[src/rtl/tdc_pkg.sv]
package tdc_pkg;

  typedef enum logic [1:0] {
    EDGE_NONE = 2'd0,
    EDGE_RISE = 2'd1,
    EDGE_FALL = 2'd2
  } edge_cls_t;

  // Window bit 0 is the oldest sample. A clean transition needs two bins
  // of the old level followed by two bins of the new level.
  function automatic edge_cls_t classify(input logic [3:0] win);
    if (win == 4'b1100)
      return EDGE_RISE;
    else if (win == 4'b0011)
      return EDGE_FALL;
    else
      return EDGE_NONE;
  endfunction

endpackage

[src/rtl/tdc_align.sv]
module tdc_align #(
  parameter int PHASES = 4,
  parameter int DEPTH  = 2
) (
  input  logic              clk,
  input  logic              rst,
  input  logic [PHASES-1:0] samp_in,
  output logic [PHASES-1:0] samp_out
);

  logic [PHASES-1:0] stage [DEPTH];

  generate
    for (genvar i = 0; i < DEPTH; i++) begin : g_layer
      if (i == 0) begin : g_first
        always_ff @(posedge clk) begin
          if (rst) stage[0] <= '0;
          else     stage[0] <= samp_in;
        end

        first_layer_chk: assert property (@(posedge clk) disable iff (rst)
          !rst |=> (stage[0] == $past(samp_in)));
      end else begin : g_next
        always_ff @(posedge clk) begin
          if (rst) stage[i] <= '0;
          else     stage[i] <= stage[i-1];
        end

        next_layer_chk: assert property (@(posedge clk) disable iff (rst)
          !rst |=> (stage[i] == $past(stage[i-1])));
      end
    end
  endgenerate

  assign samp_out = stage[DEPTH-1];

endmodule

[src/rtl/tdc_edge_filter.sv]
module tdc_edge_filter
  import tdc_pkg::*;
#(
  parameter int PHASES = 4,
  localparam int FINE_W = $clog2(PHASES)
) (
  input  logic [1:0]        older_tail,
  input  logic [PHASES-1:0] mid,
  input  logic              newer_head,
  input  logic              both_en,
  output logic              hit,
  output logic [FINE_W-1:0] fine,
  output logic              rise
);

  localparam int PAT_W = PHASES + 3;

  logic [PAT_W-1:0]  pattern;
  logic [PHASES-1:0] is_rise;
  logic [PHASES-1:0] is_fall;
  logic [PHASES-1:0] cand;

  // Time order from bit 0: two bins of the previous cycle, the cycle being
  // evaluated, then one bin of the following cycle.
  assign pattern = {newer_head, mid, older_tail};

  generate
    for (genvar k = 0; k < PHASES; k++) begin : g_tap
      logic [3:0] win;
      edge_cls_t  cls;
      assign win        = pattern[k+3 -: 4];
      assign cls        = classify(win);
      assign is_rise[k] = (cls == EDGE_RISE);
      assign is_fall[k] = (cls == EDGE_FALL);
      assign cand[k]    = is_rise[k] | (both_en & is_fall[k]);
    end
  endgenerate

  // Earliest phase wins; later edges in the same cycle are dropped.
  always_comb begin
    hit  = 1'b0;
    fine = '0;
    rise = 1'b0;
    for (int k = PHASES - 1; k >= 0; k--) begin
      if (cand[k]) begin
        hit  = 1'b1;
        fine = FINE_W'(k);
        rise = is_rise[k];
      end
    end
  end

endmodule

[src/rtl/tdc_coarse_ctr.sv]
module tdc_coarse_ctr #(
  parameter int CNT_W = 4,
  parameter int LAT   = 3
) (
  input  logic             clk,
  input  logic             rst,
  output logic [CNT_W-1:0] tag
);

  logic [CNT_W-1:0] cnt;

  always_ff @(posedge clk) begin
    if (rst) cnt <= '0;
    else     cnt <= cnt + 1'b1;
  end

  // The tag names the cycle in which the word was captured, LAT cycles
  // before the output register loads it.
  assign tag = cnt - CNT_W'(LAT);


  count_step_chk: assert property (@(posedge clk) disable iff (rst)
    !rst |=> (cnt == $past(cnt) + 1'b1));

endmodule

[src/rtl/tdc_multiphase.sv]
module tdc_multiphase
  import tdc_pkg::*;
#(
  parameter int PHASES = 4,
  parameter int CNT_W  = 4,
  localparam int FINE_W = $clog2(PHASES)
) (
  input  logic              clk,
  input  logic              rst,
  input  logic [PHASES-1:0] phase_word,
  input  logic              both_edges,
  output logic              ev_valid,
  output logic [FINE_W-1:0] ev_fine,
  output logic              ev_rising,
  output logic [CNT_W-1:0]  ev_coarse
);

  localparam int ALIGN_DEPTH = 2;
  localparam int PIPE_LAT    = ALIGN_DEPTH + 1;

  logic [PHASES-1:0] aligned;
  logic [PHASES-1:0] mid_q;
  logic [1:0]        tail_q;
  logic              hit;
  logic [FINE_W-1:0] hit_fine;
  logic              hit_rise;
  logic [CNT_W-1:0]  tag;
  logic              rst_q;

  tdc_align #(.PHASES(PHASES), .DEPTH(ALIGN_DEPTH)) u_align (
    .clk      (clk),
    .rst      (rst),
    .samp_in  (phase_word),
    .samp_out (aligned)
  );

  // Three-cycle history: the tail of the older word, the word being
  // evaluated, and the newest aligned word.
  always_ff @(posedge clk) begin
    if (rst) begin
      mid_q  <= '0;
      tail_q <= '0;
    end else begin
      mid_q  <= aligned;
      tail_q <= mid_q[PHASES-1 -: 2];
    end
  end

  tdc_edge_filter #(.PHASES(PHASES)) u_filter (
    .older_tail (tail_q),
    .mid        (mid_q),
    .newer_head (aligned[0]),
    .both_en    (both_edges),
    .hit        (hit),
    .fine       (hit_fine),
    .rise       (hit_rise)
  );

  tdc_coarse_ctr #(.CNT_W(CNT_W), .LAT(PIPE_LAT)) u_coarse (
    .clk (clk),
    .rst (rst),
    .tag (tag)
  );

  always_ff @(posedge clk) begin
    if (rst) begin
      ev_valid  <= 1'b0;
      ev_fine   <= '0;
      ev_rising <= 1'b0;
      ev_coarse <= '0;
    end else begin
      ev_valid <= hit;
      if (hit) begin
        ev_fine   <= hit_fine;
        ev_rising <= hit_rise;
        ev_coarse <= tag;
      end
    end
  end

  always_ff @(posedge clk) rst_q <= rst;


  always @(posedge clk) begin
    if (rst_q) begin
      reset_quiet_chk: assert (!ev_valid);
    end
  end


  lead_only_chk: assert property (@(posedge clk) disable iff (rst)
    (hit && !both_edges) |=> (ev_valid && ev_rising));


  strobe_follows_chk: assert property (@(posedge clk) disable iff (rst)
    !hit |=> !ev_valid);

endmodule

[config.mk]
export PLATFORM = sky130hd
export DESIGN_NAME = tdc_multiphase
export DESIGN_NICKNAME = d
export VERILOG_FILES = /design/src/rtl/tdc_pkg.sv /design/src/rtl/tdc_align.sv /design/src/rtl/tdc_edge_filter.sv /design/src/rtl/tdc_coarse_ctr.sv /design/src/rtl/tdc_multiphase.sv
export SDC_FILE = /design/constraint.sdc
export NUM_CORES = 1
export LEC_CHECK = 0
export BUFFER_PORTS_ARGS = -buffer_cell sky130_fd_sc_hd__buf_2
export CORE_MARGIN = 3
export CORE_UTILIZATION = 45
export CTS_CLUSTER_DIAMETER = 200
export DETAILED_ROUTE_END_ITERATION = 6
export PLACE_DENSITY = 0.73
export SETUP_SLACK_MARGIN = 0.02
export SLEW_MARGIN = 20
export SYNTH_ARGS = -nofsm -noshare
export SYNTH_HDL_FRONTEND = slang
export SYNTH_SLANG_ARGS = --single-unit
[constraint.sdc]
create_clock -name clk -period 2.7 [get_ports clk]
set_clock_uncertainty 0.2 [all_clocks]
set_input_delay 0.135 -clock clk [delete_from_list [all_inputs] [get_ports clk]]
set_output_delay 0.135 -clock clk [all_outputs]
set_load 0.05 [all_outputs]
==> run_results.csv <==
group,metric,value,unit
logic_synthesis,ys_ff_latch,26,
clock_network,h-tree-depth,1,
floorplanning,core_area,2000,um^2
place,gp_congestion,0.920,
critical_path,startpoint_type,"flop",
timing,drv_slew,0,
logic_synthesis,synthTopCellsByArea,"dfxtp_1, nor2b_1, a21oi_1, nor2_1, nand2b_1",
layout,area.growth.synth_to_final,16.7,%
timing,worst_slew_pin_slew,450,ps
logic_synthesis,yosys.area.top_type,"dfxtp_1",
drt,vias_per_cell,4.96,
clock_network,postCtsResizedCells,0,
power_and_ir_drop,p_per_area,571,nW/um^2
timing,finalSetupTns,0,ps
timing,worst_slew_margin_rel,0.699,
timing,max_freq,593,MHz
worst_hold_path,hold_path_class,"in2reg",
logic_synthesis,yosysMostFrequentCell,"dfxtp_1",
drt,drc_errors,0,
logic_synthesis,synth_commonest_cells,"dfxtp_1, nor2b_1, nor2_1, a21oi_1, nand2b_1",
timing,setup-violations-final,0,
layout,fin_nets,128,
clock_network,clk_pin_slew,130,ps
critical_path,cp.required,2720,ps
clock_network,cts_sinks,26,
logic_synthesis,syn_nets,108,
global_routing,antenna_found_initial,0,
timing,final_hold_viol_count,0,
drt,first_pass_iters,3,
clock_network,cts_tree,"yes",
global_routing,grt_pass1_wl,2900,um
clock_network,cts-buffers-inserted,3,
global_routing,grt.overflow.total,0,
critical_path,cp.arrival,1700,ps
logic_synthesis,syn_avg_cell_area,9.68,um^2
floorplanning,dieArea,2740,um^2
drt,wl,1650,um
layout,n_antenna_cell,0,
critical_path,cp_slowest_cell,"dfxtp_1",
timing,min_period,1690,ps
logic_synthesis,synth_edf_count,0,
logic_synthesis,ys.flop_type,"dfxtp_1",
floorplanning,io_pins,15,
place,io_buffers,14,
drt,drt-initial-drc-count,6,
global_routing,grt_pass1_vias,722,
run,maxCapViolCount,0,
layout,utilization,0.564,
clock_network,cts_root_buf,"clkbuf_4",
drt,wire_per_inst,11.3,um
logic_synthesis,yosysTopAreaCellShare,0.537,
clock_network,cts_setup_buffers,0,
power_and_ir_drop,ir_drop,0.463,mV
logic_synthesis,syn-instance-count,100,
floorplanning,rows,16,
timing,fin_crit_sh,0.625,
run_status,run_status,"completed",
critical_path,path_cells,"nand2b_1 > o21ai_0 > a21oi_1 > nand2_1 > o221a_1",
drt,routed-via-count,724,
critical_path,setup.worst_path.class,"reg2reg",
critical_path,cpPeakStageDelay,410,ps
power_and_ir_drop,leakagePower,0.451,nW
logic_synthesis,synthArstFlopShare,0,
clock_network,clock_path_buffers,2,
critical_path,cp_max_fo,6,
global_routing,grtUsageTotal,0.147,
logic_synthesis,syn_area,968,um^2
logic_synthesis,ys_seq_area_frac,0.537,
timing,rsz0062_at_grt,"no",
global_routing,grt_max_degree,27,
layout,num-fill-cells,190,
layout,drive_gt1_frac,0.176,
floorplanning,initial_utilization,0.484,
critical_path,end_kind,"flop",
floorplanning,dieWidth,52.4,um
floorplanning,die_h,52.4,um
logic_synthesis,synth.distinct_cells,28,
clock_network,insertion_delay,310,ps
logic_synthesis,ys_warn_count,0,
drt,drtAntennaViolNets,0,
## cell families (layout without fill, tap and decap cells)
kind of cell	count (synthesis)	in the layout	synth area share
AO/OA/AOI/OAI	20	20	0.134
buffers and inverters	5	24	0.0271
flip-flops	26	26	0.537
AND/OR/NAND/NOR	45	45	0.261
XOR/XNOR	3	3	0.0271
adder cells (fa/ha/maj)	1	1	0.0129
## power breakdown
group	internal (mW)	leakage, nW	switching (mW)
clock network	0.0824	0.0210	0.107
logic	0.0231	0.218	0.0278
registers	0.397	0.212	0.00748
## path summary, 6_finish.rpt
check / from / endpoint / slack [ps] / cells after the start
worst max register to register: mid_q[0] / ev_rising / 1010 / 5
worst min-delay path: rst / u_coarse.cnt[0] / 20 / 2
worst max-delay path: mid_q[0] / ev_rising / 1010 / 5
worst min register to register: u_align.stage[0][1] / u_align.stage[1][1] / 250 / 1
## per-layer routing
metal	up-vias	GRT usage	share of wire
li1	377	-	-
met1	326	0.159	0.44
met2	14	0.238	0.48
met3	7	0.0456	0.041
met4	0	0.111	0.037
met5	-	0	0
## registers in the layout, indices dropped and copies added (netlist names)
name	count
u_coarse.cnt	4
mid_q	4
tail_q	2
ev_rising	1
u_align.stage	8
ev_valid	1
ev_fine	2
ev_coarse	4
## repair_timing
action	CTS	global route
endpoints found under the hold margin	4	0
setup endpoints to repair	0	0
hold buffers	4	0
## metrics by stage
step	total power, mW	setup slack [ps]	cell area, um^2	hold slack [ps]	cells
2_1_floorplan	0.446	1160	968	6.61	100
3_3_place_gp	0.457	1100	1050	144	138
3_5_place_dp	0.460	1040	1050	157	138
4_1_cts	0.655	1020	1130	18.6	146
5_1_grt	0.677	854	1130	35.4	146
6_report	0.645	1010	1130	20.6	146
## cell type report
type,count,area (um^2),share of cell area
clock buffer,4,36.3,0.0321
inverter,2,7.51,0.00664
sequential,26,520,0.461
multi-input combinational,69,422,0.373
tap,27,33.8,0.0299
timing repair buffer,18,110,0.0975
## cell usage in the layout, fill, tap and decap left out, drive strengths merged
master,Yosys,routed
a2111oi,1,1
a211oi,2,2
a21o,1,1
a21oi,9,9
and3,1,1
buf,1,14
clkbuf,2,4
dfxtp,26,26
dlygate4sd3,0,4
ha,1,1
inv,2,2
nand2,1,1
nand2b,6,6
nand3,3,3
nand3b,2,2
nor2,10,10
nor2b,16,16
nor3,3,3
nor3b,1,1
nor4,1,1
o21ai,4,4
o221a,1,1
o22ai,2,2
or2,1,1
xnor2,2,2
xor2,1,1
## critical path, delay by kind of cell (launching register included)
kind / cells / cell delay (ps)
simple gates: 2 / 320
compound gates: 3 / 650
flops: 1 / 410
Note: power is estimated with default switching activity, not from simulation.
